### config.mk
export PLATFORM = sky130hd
export DESIGN_NAME = scl_div_search
export DESIGN_NICKNAME = d
export VERILOG_FILES = /design/src/rtl/scl_div_pkg.sv /design/src/rtl/scl_seq_divider.sv /design/src/rtl/scl_best_keeper.sv /design/src/rtl/scl_div_search.sv
export SDC_FILE = /design/constraint.sdc
export NUM_CORES = 1
export LEC_CHECK = 0
export ABC_AREA = 1
export BUFFER_PORTS_ARGS = -buffer_cell sky130_fd_sc_hd__buf_2
export CAP_MARGIN = 30
export CORE_ASPECT_RATIO = 2
export CORE_UTILIZATION = 33
export DETAILED_ROUTE_END_ITERATION = 7
export PLACE_DENSITY = 0.46
export SYNTH_ARGS = -nofsm -noshare
export SYNTH_HDL_FRONTEND = slang
export SYNTH_SLANG_ARGS = --single-unit
### constraint.sdc
create_clock -name clk -period 16.5 [get_ports clk]
set_clock_uncertainty 0.1 [all_clocks]
set_input_delay 4.125 -clock clk [delete_from_list [all_inputs] [get_ports clk]]
set_output_delay 4.125 -clock clk [all_outputs]
set_load 0.03 [all_outputs]
### src/rtl/scl_div_pkg.sv
package scl_div_pkg;

  // Search sequencer states; GO states launch one division on the shared divider.
  typedef enum logic [3:0] {
    ST_IDLE       = 4'd0,
    ST_RATIO_GO   = 4'd1,
    ST_RATIO_WAIT = 4'd2,
    ST_B_GO       = 4'd3,
    ST_B_WAIT     = 4'd4,
    ST_F_GO       = 4'd5,
    ST_F_WAIT     = 4'd6,
    ST_NEXT       = 4'd7,
    ST_DONE       = 4'd8
  } search_st_e;

endpackage

### src/rtl/scl_seq_divider.sv
// Restoring divider, one quotient bit per cycle, NW cycles per division.
module scl_seq_divider #(
  parameter int NW = 32,
  parameter int DW = 39
) (
  input  logic          clk,
  input  logic          rst_n,
  input  logic          go,
  input  logic [NW-1:0] num,
  input  logic [DW-1:0] den,
  output logic          busy,
  output logic          done,
  output logic [NW-1:0] quo,
  output logic [DW-1:0] rem
);
  localparam int CW = $clog2(NW + 1);
  localparam int PW = NW + DW;

  logic [NW-1:0] num_q;
  logic [NW-1:0] shf_q;
  logic [DW-1:0] den_q;
  logic [DW-1:0] rem_q;
  logic [CW-1:0] cnt_q;
  logic [DW:0]   trial;
  logic          fits;
  logic          step_last;

  always_comb begin
    trial = {rem_q, shf_q[NW-1]};
    fits  = (trial >= {1'b0, den_q});
  end

  assign step_last = busy && (cnt_q == CW'(1));

  always_ff @(posedge clk or negedge rst_n) begin
    if (!rst_n) begin
      num_q <= '0;
      shf_q <= '0;
      den_q <= '0;
      rem_q <= '0;
      cnt_q <= '0;
      busy  <= 1'b0;
      done  <= 1'b0;
    end else begin
      done <= 1'b0;
      if (go) begin
        num_q <= num;
        shf_q <= num;
        den_q <= den;
        rem_q <= '0;
        cnt_q <= CW'(NW);
        busy  <= 1'b1;
      end else if (busy) begin
        shf_q <= {shf_q[NW-2:0], fits};
        rem_q <= fits ? DW'(trial - {1'b0, den_q}) : trial[DW-1:0];
        cnt_q <= cnt_q - CW'(1);
        if (step_last) begin
          busy <= 1'b0;
          done <= 1'b1;
        end
      end
    end
  end

  assign quo = shf_q;
  assign rem = rem_q;


  div_result_chk: assert property (@(posedge clk) disable iff (!rst_n)
    (done && den_q != '0) |->
      ((PW'(quo) * PW'(den_q) + PW'(rem_q)) == PW'(num_q)) && (rem_q < den_q));


  no_overlap_chk: assert property (@(posedge clk) disable iff (!rst_n)
    go |-> !busy);

endmodule

### src/rtl/scl_best_keeper.sv
// Holds the closest not-faster candidate seen in the current search.
module scl_best_keeper #(
  parameter int FW = 32,
  parameter int AW = 2,
  parameter int BW = 6
) (
  input  logic          clk,
  input  logic          rst_n,
  input  logic          clear,
  input  logic          offer,
  input  logic [AW-1:0] cand_a,
  input  logic [BW-1:0] cand_b,
  input  logic [FW-1:0] cand_f,
  input  logic [FW-1:0] target,
  output logic          best_valid,
  output logic [AW-1:0] best_a,
  output logic [BW-1:0] best_b,
  output logic [FW-1:0] best_f
);
  logic [FW-1:0] best_err;
  logic [FW-1:0] cand_err;
  logic          not_fast;
  logic          take;

  assign not_fast = (cand_f <= target);
  assign cand_err = target - cand_f;
  assign take     = offer && not_fast && (cand_err < best_err);

  always_ff @(posedge clk or negedge rst_n) begin
    if (!rst_n) begin
      best_err   <= '1;
      best_valid <= 1'b0;
      best_a     <= '0;
      best_b     <= '0;
      best_f     <= '0;
    end else if (clear) begin
      best_err   <= '1;
      best_valid <= 1'b0;
      best_a     <= '0;
      best_b     <= '0;
      best_f     <= '0;
    end else if (take) begin
      best_err   <= cand_err;
      best_valid <= 1'b1;
      best_a     <= cand_a;
      best_b     <= cand_b;
      best_f     <= cand_f;
    end
  end


  best_not_fast_chk: assert property (@(posedge clk) disable iff (!rst_n)
    best_valid |-> (best_f <= target));


  best_err_shrinks_chk: assert property (@(posedge clk) disable iff (!rst_n)
    !clear |=> (best_err <= $past(best_err)));

endmodule

### src/rtl/scl_div_search.sv
module scl_div_search
  import scl_div_pkg::*;
#(
  parameter int FW        = 32,
  parameter int A_CNT     = 4,
  parameter int B_MAX     = 64,
  parameter int CLK_SCALE = 22
) (
  input  logic                       clk,
  input  logic                       rst_n,
  input  logic                       start,
  input  logic [FW-1:0]              f_in,
  input  logic [FW-1:0]              f_target,
  output logic [$clog2(A_CNT)-1:0]   div_a,
  output logic [$clog2(B_MAX)-1:0]   div_b,
  output logic [FW-1:0]              f_actual,
  output logic                       done,
  output logic                       bad_ratio
);
  localparam int AW          = $clog2(A_CNT);
  localparam int BW          = $clog2(B_MAX);
  localparam int DW          = FW + $clog2(CLK_SCALE * A_CNT);
  localparam int RATIO_LIMIT = A_CNT * B_MAX;

  // Denominators of the three kinds of division.
  function automatic logic [DW-1:0] range_den(input logic [FW-1:0] ft);
    return DW'(ft) * DW'(CLK_SCALE);
  endfunction

  function automatic logic [DW-1:0] b_den(input logic [FW-1:0] ft, input logic [AW-1:0] a);
    return range_den(ft) * (DW'(a) + DW'(1));
  endfunction

  function automatic logic [DW-1:0] rate_den(input logic [AW-1:0] a, input logic [BW-1:0] b);
    return DW'(CLK_SCALE) * (DW'(a) + DW'(1)) * (DW'(b) + DW'(1));
  endfunction

  function automatic logic [FW:0] round_up(input logic [FW-1:0] q, input logic [DW-1:0] r);
    return {1'b0, q} + (FW+1)'(r != '0);
  endfunction

  search_st_e    st_q;
  logic [AW-1:0] a_q;
  logic [BW-1:0] b_q;
  logic [FW-1:0] fin_q;
  logic [FW-1:0] ft_q;
  logic          fail_q;

  logic          div_go;
  logic [DW-1:0] div_den;
  logic          div_busy;
  logic          div_done;
  logic [FW-1:0] div_quo;
  logic [DW-1:0] div_rem;

  logic          ratio_bad;
  logic [FW:0]   b_factor;
  logic          b_in_range;
  logic          last_a;
  logic          keep_clear;
  logic          keep_offer;
  logic          best_valid;
  logic [AW-1:0] best_a;
  logic [BW-1:0] best_b;
  logic [FW-1:0] best_f;

  always_comb begin
    div_go = (st_q == ST_RATIO_GO) || (st_q == ST_B_GO) || (st_q == ST_F_GO);
    case (st_q)
      ST_B_GO: div_den = b_den(ft_q, a_q);
      ST_F_GO: div_den = rate_den(a_q, b_q);
      default: div_den = range_den(ft_q);
    endcase
  end

  assign ratio_bad  = (div_quo == '0) || (div_quo > FW'(RATIO_LIMIT));
  assign b_factor   = round_up(div_quo, div_rem);
  assign b_in_range = (b_factor != '0) && (b_factor <= (FW+1)'(B_MAX));
  assign last_a     = (a_q == AW'(A_CNT - 1));
  assign keep_clear = (st_q == ST_IDLE) && start;
  assign keep_offer = (st_q == ST_F_WAIT) && div_done;

  scl_seq_divider #(.NW(FW), .DW(DW)) u_div (
    .clk  (clk),
    .rst_n(rst_n),
    .go   (div_go),
    .num  (fin_q),
    .den  (div_den),
    .busy (div_busy),
    .done (div_done),
    .quo  (div_quo),
    .rem  (div_rem)
  );

  scl_best_keeper #(.FW(FW), .AW(AW), .BW(BW)) u_keep (
    .clk       (clk),
    .rst_n     (rst_n),
    .clear     (keep_clear),
    .offer     (keep_offer),
    .cand_a    (a_q),
    .cand_b    (b_q),
    .cand_f    (div_quo),
    .target    (ft_q),
    .best_valid(best_valid),
    .best_a    (best_a),
    .best_b    (best_b),
    .best_f    (best_f)
  );

  always_ff @(posedge clk or negedge rst_n) begin
    if (!rst_n) begin
      st_q      <= ST_IDLE;
      a_q       <= '0;
      b_q       <= '0;
      fin_q     <= '0;
      ft_q      <= '0;
      fail_q    <= 1'b0;
      div_a     <= '0;
      div_b     <= '0;
      f_actual  <= '0;
      done      <= 1'b0;
      bad_ratio <= 1'b0;
    end else begin
      done <= 1'b0;
      case (st_q)
        ST_IDLE: begin
          if (start) begin
            fin_q  <= f_in;
            ft_q   <= f_target;
            fail_q <= 1'b0;
            a_q    <= '0;
            st_q   <= ST_RATIO_GO;
          end
        end
        ST_RATIO_GO: st_q <= ST_RATIO_WAIT;
        ST_RATIO_WAIT: begin
          if (div_done) begin
            if (ratio_bad) begin
              fail_q <= 1'b1;
              st_q   <= ST_DONE;
            end else begin
              st_q <= ST_B_GO;
            end
          end
        end
        ST_B_GO: st_q <= ST_B_WAIT;
        ST_B_WAIT: begin
          if (div_done) begin
            if (b_in_range) begin
              b_q  <= BW'(b_factor - (FW+1)'(1));
              st_q <= ST_F_GO;
            end else begin
              st_q <= ST_NEXT;
            end
          end
        end
        ST_F_GO: st_q <= ST_F_WAIT;
        ST_F_WAIT: begin
          if (div_done) st_q <= ST_NEXT;
        end
        ST_NEXT: begin
          if (last_a) begin
            st_q <= ST_DONE;
          end else begin
            a_q  <= a_q + AW'(1);
            st_q <= ST_B_GO;
          end
        end
        ST_DONE: begin
          done <= 1'b1;
          if (fail_q) begin
            div_a     <= '0;
            div_b     <= '0;
            f_actual  <= '0;
            bad_ratio <= 1'b1;
          end else if (best_valid) begin
            div_a     <= best_a;
            div_b     <= best_b;
            f_actual  <= best_f;
            bad_ratio <= 1'b0;
          end else begin
            div_a     <= '0;
            div_b     <= '0;
            f_actual  <= ft_q;
            bad_ratio <= 1'b0;
          end
          st_q <= ST_IDLE;
        end
        default: st_q <= ST_IDLE;
      endcase
    end
  end


  done_pulse_chk: assert property (@(posedge clk) disable iff (!rst_n)
    done |=> !done);


  err_zero_out_chk: assert property (@(posedge clk) disable iff (!rst_n)
    (done && bad_ratio) |-> (div_a == '0 && div_b == '0 && f_actual == '0));


  result_le_target_chk: assert property (@(posedge clk) disable iff (!rst_n)
    (done && !bad_ratio) |-> (f_actual <= ft_q));


  ignore_start_chk: assert property (@(posedge clk) disable iff (!rst_n)
    ((st_q != ST_IDLE) && start) |=> ($stable(fin_q) && $stable(ft_q)));


  div_idle_at_launch_chk: assert property (@(posedge clk) disable iff (!rst_n)
    div_go |-> !div_busy);

endmodule

# Yosys cells after proc, flatten, opt, wreduce, memory -nomap -nowiden

Cells that the tools add are included.

Output and inout bits: 42
Bits in registers: 310
Input port bits: 67
Word-level logic and storage cells: 124

Multipliers: 4
Mux-type cells: 47
Reduce and logical (&&, ||, !) cells: 22
Order comparisons: 5
Add/subtract/negate cells: 8
Eq/ne operators: 16

Operator list:

| operator                | number |
|---|---|
| $mux W32                | 8 |
| $mux W39                | 3 |
| $pmux W39 S2            | 1 |
| $ge A40 B39 Y1          | 1 |
| $mul A36 B39 Y38        | 1 |
| $reduce_bool A39 Y1     | 1 |
| $sub A39 B39 Y39        | 1 |
| $mul A32 B4 Y36 const B | 1 |
| $mux W6                 | 6 |
| $add A32 B1 Y33         | 1 |
| $le A33 B7 Y1 const B   | 1 |
| $reduce_bool A33 Y1     | 1 |
| $gt A32 B9 Y1 const B   | 1 |
| $le A32 B32 Y1          | 1 |
| $logic_not A32 Y1       | 1 |
| $lt A32 B32 Y1          | 1 |
| $pmux W4 S8             | 1 |
| $sub A32 B32 Y32        | 1 |
| $mux W4                 | 6 |
| $eq A4 B3 Y1 const B    | 4 |
| $mul A7 B7 Y14          | 1 |
| $mux W2                 | 7 |
| $mux W1                 | 13 |
| $sub A6 B1 Y6 const B   | 2 |
| 20 further kinds        | 37 |

# Longest topological paths before layout

Gate-level depths: netlist of run 1.

Word-level depth: 7
Depth in mapped cells: 34
Mapped depth without buffers: 34

# Cells and area by module

Synthesis of run 1 repeated with hierarchy kept, for this count alone.

Cells, all modules: 4677
Area total of the unflattened synthesis: 30917.2 um2

Modules (own cells, without submodules):

| module          | cells an instance | seq. area each (um2) | times used | area an instance (um2) |
|---|---|---|---|---|
| scl_div_search  | 2409              | 2977.9               | 1          | 15643.8 |
| scl_seq_divider | 1229              | 2952.8               | 1          | 8217.9 |
| scl_best_keeper | 1039              | 1866.8               | 1          | 7055.5 |

# Least setup slack after synthesis of run 1

Ideal clock, no wire load.

Path type: register -> register
From: register a_q[0]
To: register u_div.den_q[14]
Path buffers: 4
Period minus slack after synthesis: 5.445 ns
Arrival time: 5.210 ns
Setup time: 0.134 ns
Cell stages (with the launch flop): 27
Required time: 16.266 ns
Setup slack: 11.055 ns
Cell sequence: dfrtp_1 -> clkbuf_1 -> inv_1 -> clkbuf_1 -> ha_1 -> clkbuf_1 -> clkbuf_1 -> nor2_1 -> fa_1 -> inv_1 -> fa_1 -> fa_1 -> inv_1 -> fa_1 -> ha_1 -> a21oi_1 -> o21ai_0 -> nand2_1 -> nand3_1 -> nand2_1 -> nand2_1 -> a21oi_1 -> a21oi_1 -> o21ai_0 -> nand3_1 -> nand2_1 -> o21ai_0

Word-level cells in the longest chain between the ends: 4
Elaborated cells on any way between the ends: 5
Those cells by class: add/sub (1); mul (3); mux (1)

Ends and longest elaborated chain:

| what                   | line                                       | source |
|---|---|---|
| start, declared        | scl_div_search.sv:43                       | `logic [AW-1:0] a_q;` |
| start signal, assigned | scl_div_search.sv:165                      | `a_q <= a_q + AW'(1);` |
| $add A2 B1 Y3 *        | scl_div_search.sv:31, scl_div_search.sv:35 |  |
| $mul A4 B3 Y7          | scl_div_search.sv:35                       | `return DW'(CLK_SCALE) * (DW'(a) + DW'(1)) * (DW'(b) + DW'(1));` |
| $mul A7 B7 Y14         | scl_div_search.sv:35                       |  |
| $pmux W39 S2 *         | scl_div_search.sv:69                       | `case (st_q)` |
| end signal, assigned   | scl_seq_divider.sv:49                      | `den_q <= den;` |
| end, declared          | scl_seq_divider.sv:21                      | `logic [DW-1:0] den_q;` |

Every way passes the cells marked *; elsewhere a longest branch is shown, timed or not.
A chain may end at the register's enable or synchronous reset.

# Worst setup path after layout of run 1

From: register u_div.shf_q[8] (netlist: u_div.quo[8])
To: register u_keep.best_f[27]

Word-level cells in the longest chain between the ends: 4
Elaborated cells on any way between the ends: 6
Those cells by class: add/sub (1); order compare (2); reduce/logical (3)

Ends and longest elaborated chain:

| what                                                  | line                                         | source |
|---|---|---|
| start, declared                                       | scl_seq_divider.sv:20                        | `logic [NW-1:0] shf_q;` |
| start signal, assigned                                | scl_seq_divider.sv:48                        | `shf_q <= num;` |
| start signal, assigned                                | scl_seq_divider.sv:54                        | `shf_q <= {shf_q[NW-2:0], fits};` |
| $sub A32 B32 Y32 or $le A32 B32 Y1 (tied branches)    | scl_best_keeper.sv:26, scl_best_keeper.sv:25 |  |
| $lt A32 B32 Y1 or $logic_and A1 B1 Y1 (tied branches) | scl_best_keeper.sv:27                        | `assign take = offer && not_fast && (cand_err < best_err);` |
| $logic_and A1 B1 Y1 *                                 | scl_best_keeper.sv:27                        |  |
| $reduce_bool A2 Y1 (no line) *                        | -                                            |  |
| end signal, assigned                                  | scl_best_keeper.sv:47                        | `best_f <= cand_f;` |
| end, declared                                         | scl_best_keeper.sv:18                        | `output logic [FW-1:0] best_f` |

Marked as above.

==> summary.md, run 1 <==
| Metric | Value |
|---|---|
| # nets final | 4590 |
| Fillers | 9308 |
| Setup TNS | 0 ns |
| R2r setup slk | 9.95 ns |
| ANT nets after route | 0 |
| Post-synthesis async set-or-reset flop share | 1.000 |
| Hold-critical path depth | 2 |
| Core area | 0.08483 mm² |
| First-pass GRT wire length | 169100 µm |
| Max-slew violations | 0 |
| Slew margin rel. | 0.3420 |
| Clk sinks | 309 |
| Area growth syn-to-layout | 10.92% |
| Cell with the most instances after synthesis | nand2_1 |
| Cell Area, Synth | 0.02838 mm² |
| Initial antenna violation count | 11 |
| Overflow left after global routing | 0 |
| Worst slew pin tran | 0.9733 ns |
| Fin. Hold Viols | 0 |
| # resized after CTS | 0 |
| Post-synth EDFFs | 0 |
| Pin count of the biggest net entering global routing | 81 |
| Status | completed |
| Worst Setup SP | u_div.quo[8] |
| GRT Util Overall | 0.2601 |
| DRT iter0 DRCs | 1372 |
| Fin crit period | 6.547 ns |
| Synth Flop Type | dfrtp_1 |
| Post-synth top cells | nand2_1 (1055), inv_1 (634), nor2_1 (407) |
| # port buffers | 108 |
| Register area share after synthesis | 0.2739 |
| Worst Setup EP | u_keep.best_f[27] |
| CTS tree | yes |
| Vias in the first global route | 28603 |
| Postcts setup bufs | 0 |
| Final setup viols | 0 |
| Final Wtd Congestion | 0.9719 |
| Vias per inst | 5.137 |
| Cells after Synth | 4097 |
| Critical path's slowest cell | nor4b_1 |
| Die area | 0.08725 mm² |
| Reg-to-reg endpoint | u_keep.best_f[27] |
| Syn_nets | 4503 |
| Max Cap Viol | 0 |
| HP Class | reg2reg |
| Via count | 27150 |
| Critical path type | reg2reg |
| Root buf cell | clkbuf_16 |
| Synthesized area per cell | 6.927 µm² |
| Worst Path Arrival | 6.93 ns |
| Initial core utilization | 0.3346 |
| Share of the synthesized area in the top cell type | 0.2442 |
| #FFs+latches synth | 309 |
| IO Count | 109 |
| Area contributors post-synth | dfrtp_1 (24%), nand2_1 (14%), ha_1 (11%) |
| Hold Startpoint | div_b[3] |
| Max Fclk | 152.7 MHz |
| CTS Buffer Depth | 3 |
| Max incr delay on CP | 0.84 ns |
| R2R depth | 25 |
| Clk_lat worst skew | 0.59 ns |
| H-tree Lvls | 2 |
| Proportion of layout cells with a drive suffix above 1 | 0.07769 |
| Die H | 416.7 µm |
| TritonRoute pass-1 iters | 5 |
| Yosys cell types | 60 |
| Drt total wl | 112800 µm |
| RSZ-0062 raised after global routing | false |
| Top cell type by total area after synthesis | dfrtp_1 |
| Critical Path Sink Type | flip-flop |
| Detail Placement HPWL | 93090 µm |
| WL/cell | 21.34 µm |
| CP max FO | 73 |
| Launching point of the worst reg2reg path | u_div.quo[8] |
| Clock transition at path regs | 0.06 ns |
| CTS Hold Bufs | 0 |
| Cell mode on critical path | nand2_1 |
| Crit path launch type | flip-flop |
| Cell Rows | 151 |
| Final worst path period share | 0.3968 |
| Drc violations | 0 |
| Syn. warnings | 0 |
| Die width | 209.4 µm |
| Critical path required time | 16.88 ns |
| CTS buffer count | 35 |
==> metrics by stage <==
step                      hold WS (ns)  setup slack [ns]    util  std cells  instance area, µm²
after detailed placement        0.3653             9.320  0.3559       5216               30200
after CTS                       0.3824             9.668  0.3703       5278               31410
after global routing            0.3975             9.569  0.3709       5280               31470
after floorplan                 0.3479             11.06       -       4097               28380
final                           0.3755             9.953  0.3711       5285               31480
after global placement          0.3619             9.330  0.3554       5214               30150
==> sequential cells by signal (all words and copies together) (netlist names), 32 cells and up <==
register,cells
fin_q,32
f_actual,32
u_keep.best_f,32
u_div.rem,39
u_keep.best_err,32
u_div.den_q,38
u_div.quo,32
ft_q,32
==> worst max-delay path: cells and delay by family, from the launching register on <==
family                     cells  cell delay [ns]
DFF                            1             0.43
adders and majority gates      2             0.78
buffers and inverters          6             1.69
AOI/OAI and AO/OA              4             0.68
xor gates and xnor gates       1             0.17
and+or+nand+nor               12             2.44
==> logic make-up after synthesis <==
logic type | count (synthesis) | synth area share
muxes | 3 | 0.001058
adders and majority gates | 339 | 0.1733
xor gates and xnor gates | 88 | 0.02716
DFF | 309 | 0.2739
buffers and inverters | 745 | 0.1008
and+or+nand+nor | 1798 | 0.2597
AOI/OAI and AO/OA | 815 | 0.1642
==> layout make-up <==
type | instances | area [µm²] | share of cell area
clock buffers | 47 | 1013 | 0.03220
diodes | 5 | 12.51 | 0.0003975
repair buffers | 151 | 945.9 | 0.03005
multi-input cells | 3043 | 17770 | 0.5646
inverters | 644 | 2419 | 0.07683
well taps | 1071 | 1340 | 0.04257
flip-flops and latches | 309 | 7772 | 0.2469
clock inverters | 15 | 202.7 | 0.006439
==> cells in the final DEF, fill, tap and decap left out, types with 25 or more instances in the layout <==
cell,instances
a21oi_2,30
buf_4,39
nand4_1,40
buf_2,107
a21o_1,25
o21ai_0,327
dfstp_2,32
clkbuf_16,37
nand3_1,189
nor2_1,405
a21oi_1,265
dfrtp_1,277
nand2_1,1053
fa_1,90
nor3_1,30
ha_1,249
xnor2_1,29
a31oi_1,33
xor2_1,59
inv_1,632
==> worst min-delay path by stage <==
stage	end	slack, ns
final	div_b[3]	0.38
after global routing	div_b[5]	0.40
after CTS	div_b[3]	0.38
after detailed placement	div_b[3]	0.37
after global placement	div_b[3]	0.36
after floorplan	u_keep.best_f[10]	0.35
==> routing by layer <==
layer / vias up / part of all wire / GRT usage
li1: 13464 / - / -
met1: 12805 / 0.32 / 0.2309
met2: 570 / 0.56 / 0.5249
met3: 307 / 0.026 / 0.02031
met4: 4 / 0.091 / 0.2076
met5: - / 0.00025 / 0
Power of run 1 is not shown: default switching activity piles up to over one toggle a cycle in this logic, so the estimate is an artifact.
==> inputs of run 2 (changes only) <==
--- a/config.mk
+++ b/config.mk
@@ -11,7 +11,7 @@
 export CORE_ASPECT_RATIO = 2
 export CORE_UTILIZATION = 33
 export DETAILED_ROUTE_END_ITERATION = 7
-export PLACE_DENSITY = 0.46
+export PLACE_DENSITY = 0.48
 export SYNTH_ARGS = -nofsm -noshare
 export SYNTH_HDL_FRONTEND = slang
 export SYNTH_SLANG_ARGS = --single-unit
==> constraint.sdc (replaced) <==
create_clock -name clk -period 5.3 [get_ports clk]
set_clock_uncertainty 0.1 [all_clocks]
set_input_delay 1.325 -clock clk [delete_from_list [all_inputs] [get_ports clk]]
set_output_delay 1.325 -clock clk [all_outputs]
set_load 0.03 [all_outputs]
==> summary.md, run 2 (same netlist as run 1, synthesis figures left out) <==
| Metric | Value |
|---|---|
| Delay-heaviest family, CP | adder cells |
| CTS buffer count | 35 (unchanged) |
| Critical path required time | 5.61 ns (-11.27 ns) |
| R2R depth | 27 (+8.0%) |
| Initial core utilization | 0.3346 (unchanged) |
| Max Fclk | 190.7 MHz (+25%) |
| Vias per inst | 5.105 (-0.62%) |
| Crit path launch type | flip-flop |
| Final setup viols | 0 (unchanged) |
| Die H | 416.7 µm (unchanged) |
| IO Count | 109 (unchanged) |
| Overflow left after global routing | 0 (unchanged) |
| # nets final | 5046 (+9.9%) |
| Cell Rows | 151 (unchanged) |
| TritonRoute pass-1 iters | 7 (+2) |
| Fin. Hold Viols | 0 (unchanged) |
| Commonest non-fill, non-tap cell in the layout | nand2_1 |
| Clk_lat worst skew | 0.60 ns (about the same) |
| Area growth syn-to-layout | 31.49% |
| Setup ws final | 0.05488 ns (-9.898 ns) |
| Crit. path cell count | 27 (+8.0%) |
| Critical Path Sink Type | flip-flop |
| Vias in the first global route | 30456 (+6.5%) |
| Drt total wl | 121400 µm (+7.7%) |
| WL/cell | 21.16 µm (-0.86%) |
| Critical path type | reg2reg |
| Proportion of layout cells with a drive suffix above 1 | 0.2513 (+0.1736) |
| Die area | 0.08725 mm² (unchanged) |
| Core area | 0.08483 mm² (unchanged) |
| Pin count of the biggest net entering global routing | 108 (+33%) |
| Clk sinks | 309 (unchanged) |
| Final Wtd Congestion | 1.018 (+4.7%) |
| Number of flip-flops in the largest register | 39 (unchanged) |
| Hold-critical path depth | 2 (unchanged) |
| Detail Placement HPWL | 100100 µm (+7.5%) |
| CTS Buffer Depth | 3 (unchanged) |
| H-tree Lvls | 2 (unchanged) |
| Cell mode on critical path | nand2_1 |
| Max-slew violations | 0 (unchanged) |
| Worst Path Arrival | 5.56 ns (-1.37 ns) |
| Drc violations | 0 (unchanged) |
| Slew margin rel. | 0.3420 (about the same) |
| Critical path buffer and inverter count | 6 (unchanged) |
| Max Cap Viol | 0 (unchanged) |
| CP max FO | 6 (-92%) |
| Pre-CTS setup slack | -0.5261 ns (-9.846 ns) |
| GRT Util Overall | 0.2768 (+0.01665) |
| Clock transition at path regs | 0.07 ns (about the same) |
| Via count | 29299 (+7.9%) |
| Status | completed |
| Final worst path period share | 0.9896 (+0.5928) |
| CTS tree | yes |
| Most frequent cells in the layout | nand2_1 (976), inv_1 (595), buf_4 (476) |
| Max incr delay on CP | 0.50 ns (-0.34 ns) |
| First-pass GRT wire length | 178700 µm (+5.7%) |
| Root buf cell | clkbuf_16 |
| ANT nets after route | 0 (unchanged) |
| Critical path's slowest cell | fa_1 |
| # port buffers | 108 (unchanged) |
| Initial antenna violation count | 5 (-6) |
| Fin crit period | 5.245 ns (-1.302 ns) |
| Die width | 209.4 µm (unchanged) |
| Worst slew pin tran | 0.9859 ns (+0.01255 ns) |
| RSZ-0062 raised after global routing | true |
| DRT iter0 DRCs | 1481 (+7.9%) |
| CTS Hold Bufs | 0 (unchanged) |
| HP Class | reg2reg |
==> run 2: cell types whose count changed in the layout (fill, tap and decap cells not counted), moves of 27 or more <==
cell     delta
o21ai_0    -38
inv_2      +35
nand2_2    +56
ha_4       +59
nand2_1    -77
nand3_1    -27
buf_4     +437
ha_1       -63
a21oi_2    +43
inv_1      -37
a21oi_1    -57
nor2_1     -44
==> run 2: worst register-to-register path, cell delays in order, from the launching register on <==
cell      delay, ns
dfrtp_1        0.42
ha_1           0.30
inv_1          0.05
fa_1           0.49
inv_2          0.05
ha_4           0.30
a21o_1         0.20
a21boi_1       0.09
buf_4          0.15
o31ai_2        0.24
buf_4          0.17
nand2_1        0.06
nand4_1        0.17
nand3_1        0.12
fa_1           0.50
inv_1          0.06
ha_4           0.32
nand2_4        0.08
nor2_4         0.12
inv_2          0.05
nor2_4         0.16
nand4_1        0.27
nand3_2        0.21
nand2_2        0.09
nand2_1        0.07
nand2_1        0.05
nand3_1        0.09
a31oi_1        0.09
==> run 2: timing repair <==
| action | CTS | global route |
|---|---|---|
| gates resized for setup | 119 | 411 |
| hold endpoints to repair | 0 | 0 |
| pin swaps | 20 | 163 |
| buffers inserted | 10 | 42 |
| endpoints found under the setup margin | 23 | 31 |
==> run 2: final timing paths <==
path / startpoint / slack, ns / end
max in group asynchronous: rst_n / 3.37 / u_keep.best_err[24]
min reg2reg: u_div.den_q[33] / 0.38 / u_div.den_q[33]
max: ft_q[9] / 0.05 / u_div.den_q[31]
min: u_div.den_q[33] / 0.38 / u_div.den_q[33]
max reg2reg: ft_q[9] / 0.05 / u_div.den_q[31]
min in group asynchronous: rst_n / 0.69 / fin_q[7]
==> run 2: metrics by stage <==
step           instances    util  hold slack (ns)  setup TNS, ns  area (µm²)
4_1_cts             5698  0.4158           0.3812      -0.007093       35280
6_report            5739  0.4399           0.3764              0       37320
3_3_place_gp        5623  0.3929           0.3620         -4.538       33330
3_5_place_dp        5624  0.3932           0.3616         -5.019       33350
2_1_floorplan       4097       -           0.3479              0       28380
5_1_grt             5738  0.4399           0.4019        -0.7875       37310
==> run 2: per-layer routing <==
metal	vias to the layer above	global-route usage	part of all wire
li1	14348	-	-
met4	0	0.2449	0.11
met3	379	0.01926	0.024
met1	13867	0.2425	0.32
met2	705	0.5531	0.55
met5	-	0	0
==> run 2: area by class of cell <==
type / count / area [µm²]
fillers: 8819 / 47510
multi-input cells: 3043 / 19980
flip-flops and latches: 309 / 7794
repair buffers: 607 / 4478
inverters: 644 / 2427
well taps: 1071 / 1340
clock buffers: 42 / 962.2
clock inverters: 22 / 331.6
diodes: 1 / 2.502
Power of run 2 is left out for the same reason.
